## src/rtl/fll_ctrl_pkg.sv

```systemverilog
package fll_ctrl_pkg;

   typedef enum logic [1:0] {
      CMP_MATCH = 2'd0,
      CMP_SLOW  = 2'd1,
      CMP_FAST  = 2'd2
   } cmp_e;

endpackage

```

## src/rtl/fll_ref_sync.sv

```systemverilog
module fll_ref_sync #(
   parameter int STAGES = 2
) (
   input  logic osc_clk,
   input  logic rst_n,
   input  logic ref_clk,
   output logic ref_rise
);

   generate
      if (STAGES < 2) begin : g_bad_stages
         $error("fll_ref_sync: STAGES must be at least 2");
      end
   endgenerate

   logic [STAGES-1:0] sync_q;
   logic              last_q;

   always_ff @(posedge osc_clk or negedge rst_n) begin
      if (!rst_n) begin
         sync_q <= '0;
         last_q <= 1'b0;
      end else begin
         sync_q <= {sync_q[STAGES-2:0], ref_clk};
         last_q <= sync_q[STAGES-1];
      end
   end

   assign ref_rise = sync_q[STAGES-1] & ~last_q;

   // a detected edge is a single-cycle event
   a_r2_edge_single: assert property (@(posedge osc_clk) disable iff (!rst_n)
      ref_rise |=> !ref_rise);

endmodule

```

## src/rtl/fll_period_counter.sv

```systemverilog
module fll_period_counter #(
   parameter int CNT_W = 12
) (
   input  logic             osc_clk,
   input  logic             rst_n,
   input  logic             ref_rise,
   output logic [CNT_W-1:0] meas,
   output logic             meas_vld
);

   localparam logic [CNT_W-1:0] CNT_TOP = '1;

   logic [CNT_W-1:0] run_q;
   logic             primed_q;

   always_ff @(posedge osc_clk or negedge rst_n) begin
      if (!rst_n) begin
         run_q    <= '0;
         primed_q <= 1'b0;
         meas     <= '0;
         meas_vld <= 1'b0;
      end else begin
         meas_vld <= ref_rise & primed_q;
         if (ref_rise) begin
            meas     <= run_q;
            run_q    <= CNT_W'(1);
            primed_q <= 1'b1;
         end else if (run_q != CNT_TOP) begin
            run_q <= run_q + CNT_W'(1);
         end
      end
   end

   // a measurement is only delivered right after an edge
   a_r2_vld_after_edge: assert property (@(posedge osc_clk) disable iff (!rst_n)
      meas_vld |-> $past(ref_rise));

   // once running, a full period is never measured as zero cycles
   a_r2_meas_nonzero: assert property (@(posedge osc_clk) disable iff (!rst_n)
      meas_vld |-> (meas != '0));

endmodule

```

## src/rtl/fll_word_ctrl.sv

```systemverilog
module fll_word_ctrl
   import fll_ctrl_pkg::*;
#(
   parameter int TAP_W        = 5,
   parameter int MOD_W        = 5,
   parameter int CNT_W        = 12,
   parameter int LOCK_PERIODS = 4,
   parameter int TAP_RST      = 16
) (
   input  logic                   osc_clk,
   input  logic                   rst_n,
   input  logic [CNT_W-1:0]       meas,
   input  logic                   meas_vld,
   input  logic [CNT_W-1:0]       target,
   input  logic                   freeze,
   input  logic                   mod_wr_en,
   input  logic [MOD_W-1:0]       mod_wr_data,
   output logic [TAP_W+MOD_W-1:0] word,
   output logic                   locked
);

   localparam int WORD_W = TAP_W + MOD_W;
   localparam int LOCK_W = $clog2(LOCK_PERIODS + 1);
   localparam logic [WORD_W-1:0] WORD_TOP  = '1;
   localparam logic [WORD_W-1:0] WORD_INIT = WORD_W'(TAP_RST) << MOD_W;
   localparam logic [LOCK_W-1:0] LOCK_FULL = LOCK_W'(LOCK_PERIODS);

   generate
      if (TAP_RST >= (1 << TAP_W)) begin : g_bad_rst
         $error("fll_word_ctrl: TAP_RST does not fit TAP_W");
      end
      if (LOCK_PERIODS < 1) begin : g_bad_lock
         $error("fll_word_ctrl: LOCK_PERIODS must be positive");
      end
   endgenerate

   cmp_e             verdict;
   logic [LOCK_W-1:0] run_match_q;

   always_comb begin
      if (meas < target)      verdict = CMP_SLOW;
      else if (meas > target) verdict = CMP_FAST;
      else                    verdict = CMP_MATCH;
   end

   always_ff @(posedge osc_clk or negedge rst_n) begin
      if (!rst_n) begin
         word <= WORD_INIT;
      end else if (freeze) begin
         if (mod_wr_en) word[MOD_W-1:0] <= mod_wr_data;
      end else if (meas_vld) begin
         unique case (verdict)
            CMP_SLOW: if (word != WORD_TOP) word <= word + WORD_W'(1);
            CMP_FAST: if (word != '0)       word <= word - WORD_W'(1);
            default:  word <= word;
         endcase
      end
   end

   always_ff @(posedge osc_clk or negedge rst_n) begin
      if (!rst_n) begin
         run_match_q <= '0;
      end else if (meas_vld) begin
         if (verdict != CMP_MATCH)          run_match_q <= '0;
         else if (run_match_q != LOCK_FULL) run_match_q <= run_match_q + LOCK_W'(1);
      end
   end

   assign locked = (run_match_q == LOCK_FULL);

   // frozen word holds without a write strobe
   a_r7_freeze_hold: assert property (@(posedge osc_clk) disable iff (!rst_n)
      (freeze && !mod_wr_en) |=> $stable(word));

   // a modulation write never touches the tap field
   a_r7_tap_untouched: assert property (@(posedge osc_clk) disable iff (!rst_n)
      (freeze && mod_wr_en) |=> $stable(word[WORD_W-1:MOD_W]));

   // a matching period leaves the word alone
   a_r4_match_hold: assert property (@(posedge osc_clk) disable iff (!rst_n)
      (!freeze && meas_vld && meas == target) |=> $stable(word));

   // a measurement moves the word by at most one step
   a_r5_single_step: assert property (@(posedge osc_clk) disable iff (!rst_n)
      (!freeze && meas_vld) |=> (word == $past(word) || word == $past(word) + WORD_W'(1)
                                 || word == $past(word) - WORD_W'(1)));

   // the top value never wraps to zero
   a_r5_no_wrap_top: assert property (@(posedge osc_clk) disable iff (!rst_n)
      (!freeze && meas_vld && word == WORD_TOP) |=> (word != '0));

   // lock is only gained on a matching measurement
   a_r8_lock_on_match: assert property (@(posedge osc_clk) disable iff (!rst_n)
      $rose(locked) |-> $past(meas_vld && meas == target));

endmodule

```

## src/rtl/fll_clk_div.sv

```systemverilog
module fll_clk_div #(
   parameter int DSEL_W = 2
) (
   input  logic              osc_clk,
   input  logic              rst_n,
   input  logic [DSEL_W-1:0] div_sel,
   input  logic              post_div_en,
   output logic              clk_out
);

   localparam int DIV_BITS = (1 << DSEL_W) - 1;

   generate
      if (DIV_BITS < 1 || DIV_BITS > 15) begin : g_bad_dsel
         $error("fll_clk_div: DSEL_W out of range");
      end
   endgenerate

   logic [DIV_BITS-1:0] div_q;
   logic                picked;

   always_ff @(posedge osc_clk or negedge rst_n) begin
      if (!rst_n) div_q <= '0;
      else        div_q <= div_q + DIV_BITS'(1);
   end

   always_comb begin
      picked = osc_clk;
      for (int k = 1; k <= DIV_BITS; k++) begin
         if (32'(div_sel) == k) picked = div_q[k-1];
      end
      clk_out = post_div_en ? picked : osc_clk;
   end

endmodule

```

## src/rtl/fll_ctrl.sv

```systemverilog
module fll_ctrl
   import fll_ctrl_pkg::*;
#(
   parameter int N_W          = 7,
   parameter int DSEL_W       = 2,
   parameter int TAP_W        = 5,
   parameter int MOD_W        = 5,
   parameter int CNT_W        = 12,
   parameter int SYNC_STAGES  = 2,
   parameter int LOCK_PERIODS = 4,
   parameter int TAP_RST      = 16
) (
   input  logic              osc_clk,
   input  logic              rst_n,
   input  logic              ref_clk,
   input  logic [N_W-1:0]    mult_n,
   input  logic [DSEL_W-1:0] div_sel,
   input  logic              post_div_en,
   input  logic              freeze,
   input  logic              mod_wr_en,
   input  logic [MOD_W-1:0]  mod_wr_data,
   output logic [TAP_W-1:0]  tap,
   output logic [MOD_W-1:0]  mod_cnt,
   output logic              locked,
   output logic              clk_out
);

   localparam int WORD_W   = TAP_W + MOD_W;
   localparam int MAX_SHFT = (1 << DSEL_W) - 1;
   localparam int NEED_W   = N_W + MAX_SHFT + 1;

   generate
      if (CNT_W < NEED_W) begin : g_bad_cnt
         $error("fll_ctrl: CNT_W too narrow for the largest target");
      end
   endgenerate

   logic              ref_rise;
   logic [CNT_W-1:0]  meas;
   logic              meas_vld;
   logic [CNT_W-1:0]  target;
   logic [WORD_W-1:0] word;

   assign target = (CNT_W'(mult_n) + CNT_W'(1)) << div_sel;

   fll_ref_sync #(.STAGES(SYNC_STAGES)) sync_i (
      .osc_clk (osc_clk),
      .rst_n   (rst_n),
      .ref_clk (ref_clk),
      .ref_rise(ref_rise)
   );

   fll_period_counter #(.CNT_W(CNT_W)) cnt_i (
      .osc_clk (osc_clk),
      .rst_n   (rst_n),
      .ref_rise(ref_rise),
      .meas    (meas),
      .meas_vld(meas_vld)
   );

   fll_word_ctrl #(
      .TAP_W(TAP_W), .MOD_W(MOD_W), .CNT_W(CNT_W),
      .LOCK_PERIODS(LOCK_PERIODS), .TAP_RST(TAP_RST)
   ) word_i (
      .osc_clk    (osc_clk),
      .rst_n      (rst_n),
      .meas       (meas),
      .meas_vld   (meas_vld),
      .target     (target),
      .freeze     (freeze),
      .mod_wr_en  (mod_wr_en),
      .mod_wr_data(mod_wr_data),
      .word       (word),
      .locked     (locked)
   );

   fll_clk_div #(.DSEL_W(DSEL_W)) div_i (
      .osc_clk    (osc_clk),
      .rst_n      (rst_n),
      .div_sel    (div_sel),
      .post_div_en(post_div_en),
      .clk_out    (clk_out)
   );

   assign tap     = word[WORD_W-1:MOD_W];
   assign mod_cnt = word[MOD_W-1:0];

endmodule

```

## config.mk

```make
export PLATFORM = sky130hd
export DESIGN_NAME = fll_ctrl
export DESIGN_NICKNAME = d
export VERILOG_FILES = /design/src/rtl/fll_ctrl_pkg.sv /design/src/rtl/fll_ref_sync.sv /design/src/rtl/fll_period_counter.sv /design/src/rtl/fll_word_ctrl.sv /design/src/rtl/fll_clk_div.sv /design/src/rtl/fll_ctrl.sv
export SDC_FILE = /design/constraint.sdc
export NUM_CORES = 1
export LEC_CHECK = 0
export ABC_AREA = 1
export BUFFER_PORTS_ARGS = -buffer_cell sky130_fd_sc_hd__buf_4
export CAP_MARGIN = 10
export CORE_MARGIN = 3
export CORE_UTILIZATION = 30
export CTS_CLUSTER_DIAMETER = 120
export DETAILED_ROUTE_END_ITERATION = 7
export GPL_ROUTABILITY_DRIVEN = 1
export HOLD_SLACK_MARGIN = 0.02
export PLACE_DENSITY = 0.57
export SKIP_CTS_REPAIR_TIMING = 1
export SLEW_MARGIN = 10
export SYNTH_ARGS = -nofsm -noshare
export SYNTH_HDL_FRONTEND = slang
export SYNTH_SLANG_ARGS = --single-unit
```

## constraint.sdc

```tcl
create_clock -name osc_clk -period 6.1 [get_ports osc_clk]
set_clock_uncertainty 0.1 [all_clocks]
set_input_delay 1.83 -clock osc_clk [delete_from_list [all_inputs] [get_ports osc_clk]]
set_output_delay 1.83 -clock osc_clk [all_outputs]
set_load 0.005 [all_outputs]
```

==> metrics.txt, run 1 <==
status finished, final reports clean; syn nets 451; HPWL after DPL 5010 um; most frequent cells in the layout 107 x nand2_1, 44 x dfrtp_1, 38 x inv_1; DRT antenna net count 0; # IOs 32; Relative slew margins 48.9%; RSZ-0062 raised after global routing no; final-layout fill cell count 1029; Largest delay share family, worst path buffers and inverters; max-slew violation count 0; CTS tree done; P&R area growth vs syn 16.4%; leakage 1.81 nW; data arrival time of the critical path 3.59 ns; vias in the first global route 2565; Worst-path clk slew 0.08 ns; Worst setup SP type clock port; non-filler cells in the finished layout 573; CP max-delay cell buf_4; ratio of cells with drive above 1 in the final layout 16.8%; number of port buffers 31; Vias 2651; row cnt 36; first-pass GRT wire length 11300 um; XOR/XNOR Fraction of Synth Area 3.92%; WL per Instance 11.5 um; Vias/cell 4.63; crit path max fanout 2; Worst Path Required 4.17 ns; maximum VDD drop 96.5 uV; Placed Instances 562; Post-Route Setup TNS 0 ns; CP cell instances clkbuf_8 > clkbuf_8 > a21oi_1 > a21oi_1 > buf_4; Yosys reg bits 45; Fin. Hold Viols 0; Ys Warns 0; largest family of logic cells by synthesized area simple AND/OR/NAND/NOR gates; Syn Std Cell Area 3130 um^2; nets 484; top cells by area, synth dfrtp_1 35%, nand2_1 13%, ha_1 9.6%; die height 108 um; utilization after layout 36.6%; GRT Residual Overflow 0; DR pass1 iterations 4; syn avg cell area 7.71 um^2; leading area contributor after synthesis dfrtp_1; crit path kind clk2out; Starting DRT DRC Count 129; hold crit path type reg2reg; Starting Density 31.4%; footprint of the multi-input gates 1770 um^2; initial antenna violation count 0; Max stage delay on crit path 0.14 ns; Least-Margin Pin Slew 0.766 ns; RD Place Congestion 0.827; synth unique cells 44; Global Route Usage Sum 12.1%; ANT cells 0; Worst Path Buf+Inv 3; clk_lat worst skew 0.40 ns; Synth top area share 35.2%; drc violations 0; Synth Area in Simple Gates 29.8%; die area 11700 um^2; flip-flop and latch area 1130 um^2; setup violators final 0; Core Area 9950 um^2; DIE WIDTH 108 um; pin count of the biggest net entering global routing 46; endpoint type of the worst setup path output port; final WL 6600 um; PwrDens 265 nW/um^2; compound-cell area share of the yosys netlist 11.5%; total power 0.965 mW; Cells after Synth 406; Post-Synth Adder-Cell Area 10.2%; post-synthesis sequential area ratio 36.0%; commonest non-fill, non-tap cell in the layout nand2_1; max_cap viols 0; mux cell area share after synthesis 1.28%
metrics by stage:
| stage | hold slack (ns) | setup slack, ns | instance area, um^2 |
|---|---|---|---|
| floorplan | 0.231 | 0.967 | 3130 |
| global placement | 0.234 | 0.792 | 3480 |
| detailed placement | 0.245 | 0.675 | 3480 |
| CTS | 0.265 | 0.558 | 3640 |
| global route | 0.273 | 0.551 | 3640 |
| finish | 0.258 | 0.580 | 3640 |
final timing paths:
kind                            slack [ns]  cells past startpoint              from               end
worst max-delay path                  0.58                      5           osc_clk           clk_out
worst min-delay path                  0.26                      0  sync_i.sync_q[0]  sync_i.sync_q[1]
worst max register to register        3.16                     17    cnt_i.meas[10]    word_i.word[7]
worst min register to register        0.26                      0  sync_i.sync_q[0]  sync_i.sync_q[1]
max in group asynchronous             4.18                      1             rst_n    div_i.div_q[1]
min in group asynchronous             1.32                      1             rst_n    cnt_i.run_q[1]
layout make-up:
class	count	share of cell area, %
inverter	49	5.05
timing repair buffer	30	6.18
tap	133	4.57
multi-input combinational	304	48.7
clock buffer	11	3.71
sequential	45	31.0
clock inverter	1	0.824
metal layers:
layer	GRT usage [%]	vias to the layer above	share of wire, %
met5	0	-	0
met1	15.2	1203	47
met3	3.22	10	3.7
li1	-	1402	-
met4	5.23	0	1.4
met2	19.8	36	48
flip-flops by register name (all words and copies together), names as in the netlist:
register	count
word_i.run_match_q	3
cnt_i.run_q	12
word_i.word	10
cnt_i.primed_q	1
cnt_i.meas_vld	1
sync_i.last_q	1
cnt_i.meas	12
div_i.div_q	3
sync_i.sync_q	2
cell families after synthesis:
logic type / Yosys count
AOI/OAI and AO/OA: 64
xor gates and xnor gates: 14
adders and majority gates: 25
buffers and inverters: 57
DFF: 45
muxes: 4
and+or+nand+nor: 197
synthesized netlist by cell type:
cell type / count
inv_2: 9
nand3_1: 26
a31oi_1: 1
fa_1: 1
xnor2_1: 5
or2_2: 2
nand3_2: 4
clkinv_1: 2
o21ai_1: 9
and3_1: 1
o211ai_1: 1
nand2_2: 5
nor3_1: 3
buf_2: 2
mux2i_1: 4
o21ai_2: 3
ha_1: 24
nor2_1: 25
nor3_2: 2
o211a_1: 1
inv_1: 38
a32o_1: 1
a21oi_1: 19
nor3b_2: 1
nand3b_1: 2
o21bai_1: 1
xor2_1: 9
clkbuf_1: 4
nand2_1: 107
nand4_4: 1
buf_4: 1
nor2_2: 2
o41ai_1: 1
a21o_1: 2
buf_6: 1
dfrtp_1: 44
nor2_4: 2
or2_0: 1
or2_1: 1
nand4_1: 11
nor3_4: 1
dfstp_2: 1
a211oi_1: 1
o21ai_0: 24
worst register-to-register path, cell delays in order (launching register included):
cell	delay [ns]
dfrtp_1	0.42
ha_1	0.35
nand2_1	0.10
nor2_4	0.13
nand3_2	0.09
nor2_4	0.16
inv_2	0.06
nand2_2	0.09
inv_1	0.16
ha_1	0.40
nand2_1	0.11
nand2_1	0.05
nand2_1	0.05
nand2_1	0.06
a21oi_1	0.20
o21bai_1	0.10
xnor2_1	0.14
o21ai_1	0.07
power by group:
| group | internal, mW | switching [mW] |
|---|---|---|
| clock | 0.181 | 0.113 |
| combinational | 0.120 | 0.156 |
| sequential | 0.342 | 0.0528 |
No activity file was read; power rests on OpenSTA's default activity.
==> run 2: changes to the inputs <==
--- a/config.mk
+++ b/config.mk
@@ -8,12 +8,12 @@
 export ABC_AREA = 1
 export BUFFER_PORTS_ARGS = -buffer_cell sky130_fd_sc_hd__buf_4
 export CAP_MARGIN = 10
+export CORE_ASPECT_RATIO = 0.75
 export CORE_MARGIN = 3
 export CORE_UTILIZATION = 30
-export CTS_CLUSTER_DIAMETER = 120
+export CTS_CLUSTER_DIAMETER = 100
 export DETAILED_ROUTE_END_ITERATION = 7
 export GPL_ROUTABILITY_DRIVEN = 1
-export HOLD_SLACK_MARGIN = 0.02
 export PLACE_DENSITY = 0.57
 export SKIP_CTS_REPAIR_TIMING = 1
 export SLEW_MARGIN = 10
==> run 2 against run 1 <==
Via count grew 2.3%. Non-clock buffer count stayed put. Register-to-register slack lost 0.06 ns. Clock power is 26% higher. Design area increased by 1.5%. Hold slack got worse by 0.0070 ns. Combinational power is 1% higher. Power is 8.4% higher. Sequential power about the same. Worst setup slack improved by 0.0099 ns.
==> metrics.txt, run 2 (synthesis gave the netlist of run 1 again) <==
commonest non-fill, non-tap cell in the layout nand2_1 (unchanged); GRT Residual Overflow 0 (unchanged); leakage 1.83 nW (was 1.81 nW); first-pass GRT wire length 11800 um (was 11300 um); crit path kind clk2out (unchanged); Comb pwr share 26.7% (was 28.6%); Fin. Hold Viols 0 (unchanged); WL per Instance 12.1 um (was 11.5 um); number of port buffers 31 (unchanged); most frequent cells in the layout 107 x nand2_1, 44 x dfrtp_1, 38 x inv_1 (unchanged); DIE WIDTH 124 um (was 108 um); WHS Path Cells 0 (unchanged); setup violators final 0 (unchanged); worst reg-to-reg setup slack 3.10 ns (was 3.16 ns); data arrival time of the critical path 3.58 ns (was 3.59 ns); Post-Route Setup TNS 0 ns (unchanged); Worst-path clk slew 0.06 ns (was 0.08 ns); RSZ-0062 raised after global routing no (unchanged); Core Area 9890 um^2 (was 9950 um^2); final WL 6900 um (was 6600 um); Relative slew margins 49.2% (was 48.9%); pin count of the biggest net entering global routing 46 (unchanged); Flop pwr share 38.0% (was 40.9%); max-slew violation count 0 (unchanged); Pint 0.704 mW (was 0.643 mW); ANT cells 0 (unchanged); hold crit path type reg2reg (unchanged); biggest regs cnt_i.meas x12, cnt_i.run_q x12, word_i.word x10 (unchanged); crit path max fanout 2 (unchanged); Crit Reg-Reg Endpoint word_i.word[7] (unchanged); DRT antenna net count 0 (unchanged); Starting Density 31.6% (was 31.4%); CTS tree done (unchanged); maximum VDD drop 93.8 uV (was 96.5 uV); utilization after layout 37.4% (was 36.6%); FF-to-FF path depth 17 (unchanged); RD Place Congestion 0.858 (was 0.827); vias in the first global route 2596 (was 2565); Vias 2712 (was 2651); CP max-delay cell clkbuf_16 (was buf_4); nets 484 (unchanged); clk_lat worst skew 0.39 ns (was 0.40 ns); max_cap viols 0 (unchanged); HPWL after DPL 5260 um (was 5010 um); Worst Path Required 4.17 ns (about the same); Worst Hold Path EP sync_i.sync_q[1] (unchanged); Vias/cell 4.74 (was 4.63); die area 11700 um^2 (about the same); drc violations 0 (unchanged); Worst setup SP type clock port (unchanged); Least-Margin Pin Slew 0.761 ns (was 0.766 ns); DR pass1 iterations 5 (was 4); endpoint type of the worst setup path output port (unchanged); CP cell instances clkbuf_16 > clkbuf_16 > a21oi_1 > a21oi_1 > buf_4 (was clkbuf_8 > clkbuf_8 > a21oi_1 > a21oi_1 > buf_4); die height 94.5 um (was 108 um); Largest delay share family, worst path buffers and inverters (unchanged); P&R area growth vs syn 18.2% (was 16.4%); sw frac 32.7% (was 33.4%); ratio of cells with drive above 1 in the final layout 16.6% (was 16.8%); row cnt 31 (was 36); Global Route Usage Sum 13.0% (was 12.1%); # IOs 32 (unchanged); Max stage delay on crit path 0.13 ns (was 0.14 ns); P_sw 0.342 mW (was 0.322 mW); PwrDens 283 nW/um^2 (was 265 nW/um^2); Starting DRT DRC Count 216 (was 129); R2R Path Start cnt_i.meas[10] (unchanged); Worst Path Buf+Inv 3 (unchanged); clock power share 35.3% (was 30.5%); min-delay src sync_i.sync_q[0] (unchanged); status finished, final reports clean (unchanged); initial antenna violation count 0 (unchanged)
==> run 2: cell type report <==
type	count	area, um^2
Inverter	49	184
Fill cell	1034	6190
Clock inverter	1	7.51
Tap cell	132	165
Timing Repair Buffer	30	225
Multi-Input combinational cell	304	1770
Sequential cell	45	1130
Clock buffer	11	215
==> run 2: power by group through the flow <==
| stage | logic (mW) | clock network, mW | registers, mW |
|---|---|---|---|
| finish | 0.280 | 0.369 | 0.397 |
| global route | 0.321 | 0.395 | 0.404 |
| CTS | 0.283 | 0.380 | 0.397 |
| detailed placement | 0.282 | 0.00930 | 0.403 |
| global placement | 0.274 | 0.00930 | 0.401 |
| floorplan | 0.192 | 0.00440 | 0.385 |
==> run 2: per-stage QoR <==
stage | cells | total power [mW] | area (um^2) | hold slack (ns) | setup WS [ns]
2_1_floorplan | 406 | 0.581 | 3130 | 0.231 | 0.967
3_3_place_gp | 561 | 0.685 | 3480 | 0.233 | 0.726
3_5_place_dp | 561 | 0.694 | 3480 | 0.240 | 0.646
4_1_cts | 572 | 1.06 | 3700 | 0.255 | 0.580
5_1_grt | 572 | 1.12 | 3700 | 0.263 | 0.553
6_report | 572 | 1.05 | 3700 | 0.251 | 0.590
==> run 2: worst max-delay path by stage <==
stage | startpoint | end | slack, ns | depth (start not counted)
after global placement | mult_n[0] | word_i.word[7] | 0.73 | 25
after global routing | osc_clk | clk_out | 0.55 | 5
after detailed placement | mult_n[0] | word_i.word[7] | 0.65 | 25
after CTS | osc_clk | clk_out | 0.58 | 5
final | osc_clk | clk_out | 0.59 | 5
after floorplan | osc_clk | clk_out | 0.97 | 2
==> run 2: layer usage <==
layer / vias up / share of wire (%) / GRT usage (%)
met2: 55 / 43 / 19.2
met3: 7 / 5.3 / 4.01
met4: 0 / 0.97 / 5.47
met5: - / 0 / 0
met1: 1245 / 50 / 17.6
li1: 1405 / - / -
==> run 3: changes to the inputs <==
--- a/config.mk
+++ b/config.mk
@@ -10,11 +10,11 @@
 export CAP_MARGIN = 10
 export CORE_ASPECT_RATIO = 0.75
 export CORE_MARGIN = 3
-export CORE_UTILIZATION = 30
+export CORE_UTILIZATION = 50
 export CTS_CLUSTER_DIAMETER = 100
 export DETAILED_ROUTE_END_ITERATION = 7
 export GPL_ROUTABILITY_DRIVEN = 1
-export PLACE_DENSITY = 0.57
+export PLACE_DENSITY = 0.8
 export SKIP_CTS_REPAIR_TIMING = 1
 export SLEW_MARGIN = 10
 export SYNTH_ARGS = -nofsm -noshare
==> run 3 against run 2 <==
Via count fell by 0.15%. Clock-buffer cell count is 1 higher. Die area shrank 38%. Worst setup slack improved by 0.0089 ns. Global-route usage grew 6.0 points. Non-clock buffer count is the same. Sequential power about the same. Combinational power about the same. Sequential share of layout area grew 1.3 points. Power fell by 12%. Cell count down 9.4%. Wire length is 5.8% lower. Largest power group unchanged.
==> metrics.txt, run 3 (synthesis gave the netlist of run 1 again) <==
initial antenna violation count 0 (unchanged); Core Area 5950 um^2 (was 9890 um^2); max_cap viols 0 (unchanged); setup violators final 0 (unchanged); endpoint type of the worst setup path output port (unchanged); total power 0.924 mW (was 1.05 mW); GRT Max-Usage Layer met2 (unchanged); # IOs 32 (unchanged); Starting Density 52.6% (was 31.6%); DIE WIDTH 97.4 um (was 124 um); met3 usage 6.56% (was 4.01%); CP max-delay cell buf_4 (was clkbuf_16); row cnt 24 (was 31); nets 484 (unchanged); number of port buffers 31 (unchanged); die area 7250 um^2 (was 11700 um^2); maximum VDD drop 122 uV (was 93.8 uV); WL per Instance 12.6 um (was 12.1 um); biggest regs cnt_i.meas x12, cnt_i.run_q x12, word_i.word x10 (unchanged); Starting DRT DRC Count 126 (was 216); non-filler cells in the finished layout 518 (was 572); CP cell instances clkbuf_8 > clkbuf_8 > a21oi_1 > a21oi_1 > buf_4 (was clkbuf_16 > clkbuf_16 > a21oi_1 > a21oi_1 > buf_4); vias in the first global route 2440 (was 2596); P&R area growth vs syn 13.4% (was 18.2%); ANT cells 0 (unchanged); leakage 1.80 nW (was 1.83 nW); GRT Residual Overflow 0 (unchanged); PwrDens 261 nW/um^2 (was 283 nW/um^2); WHS Path Cells 0 (unchanged); crit path kind clk2out (unchanged); final-layout fill cell count 541 (was 1034); RSZ-0062 raised after global routing no (unchanged); Pint 0.602 mW (was 0.704 mW); Post-Route Setup TNS 0 ns (unchanged); clk_lat worst skew 0.40 ns (was 0.39 ns); hold crit path type reg2reg (unchanged); GR Util met1 25.8% (was 17.6%); DR pass1 iterations 5 (unchanged); Least-Margin Pin Slew 0.741 ns (was 0.761 ns); crit path max fanout 2 (unchanged); met2 Use GR 28.8% (was 19.2%); pin count of the biggest net entering global routing 46 (unchanged); ratio of cells with drive above 1 in the final layout 16.6% (unchanged); Max stage delay on crit path 0.13 ns (about the same); Worst-path clk slew 0.07 ns (was 0.06 ns); Worst Path Required 4.17 ns (about the same); HPWL after DPL 4950 um (was 5260 um); Comb pwr share 30.2% (was 26.7%); Relative slew margins 50.5% (was 49.2%); sw frac 34.9% (was 32.7%); CTS tree done (unchanged); FF-to-FF path depth 18 (was 17); RD Place Congestion 0.887 (was 0.858); Placed Instances 507 (was 561); die height 74.5 um (was 94.5 um); DRT antenna net count 0 (unchanged); Flop pwr share 42.8% (was 38.0%); clock power share 27.0% (was 35.3%); drc violations 0 (unchanged); first-pass GRT wire length 10800 um (was 11800 um); status finished, final reports clean (unchanged); Global Route Usage Sum 19.0% (was 13.0%); most frequent cells in the layout 107 x nand2_1, 44 x dfrtp_1, 38 x inv_1 (unchanged); P_sw 0.322 mW (was 0.342 mW); Fin. Hold Viols 0 (unchanged); Vias 2708 (was 2712); final WL 6500 um (was 6900 um); commonest non-fill, non-tap cell in the layout nand2_1 (unchanged); max-slew violation count 0 (unchanged); Vias/cell 5.23 (was 4.74); Worst setup SP type clock port (unchanged); data arrival time of the critical path 3.57 ns (was 3.58 ns)
run 3: cell types whose count changed in the layout (fill, tap and decap cells not counted), sizes merged:
cell / previous run / this run
clkbuf: 10 / 11
clkinvlp: 1 / 0
run 3: metrics by stage:
stage               instance area (um^2)  setup WS (ns)  utilization, %  hold WS [ns]
floorplan                           3130          0.967               -         0.231
global placement                    3420          0.802            57.4         0.233
detailed placement                  3420          0.649            57.4         0.236
CTS                                 3550          0.591            59.7         0.255
global route                        3550          0.577            59.7         0.265
finish                              3550          0.599            59.7         0.252
run 3: metal layers:
layer / up-vias / share of wire [%]
met1: 1222 / 49
met5: - / 0
met2: 69 / 44
li1: 1408 / -
met4: 0 / 1.4
met3: 9 / 5.7
run 3: area by class of cell:
cell class                 count  area [um^2]  share of cell area, %
sequential                    45         1130                   31.8
multi-input combinational    304         1770                   50.0
timing repair buffer          30          225                   6.35
clock buffer                  12          139                   3.92
inverter                      49          184                   5.19
tap                           78         97.6                   2.75
run 3: critical path, delay by kind of cell:
family / cells / cell delay, ns
buffers and inverters: 3 / 0.36
AO/OA/AOI/OAI: 2 / 0.16
run 3: power by group through the flow:
stage | clock network (mW) | registers, mW | logic [mW]
finish | 0.249 | 0.395 | 0.279
global route | 0.271 | 0.401 | 0.319
CTS | 0.256 | 0.394 | 0.281
detailed placement | 0.00930 | 0.400 | 0.280
global placement | 0.00930 | 0.399 | 0.267
floorplan | 0.00440 | 0.385 | 0.192
run 3: final timing paths:
path                                  start                to  slack, ns
max reg2reg                   cnt_i.meas[4]    word_i.word[7]       3.11
min reg2reg                sync_i.sync_q[0]  sync_i.sync_q[1]       0.25
min                        sync_i.sync_q[0]  sync_i.sync_q[1]       0.25
min in group asynchronous             rst_n    cnt_i.run_q[2]       1.32
max                                 osc_clk           clk_out       0.60
max in group asynchronous             rst_n    word_i.word[9]       4.19
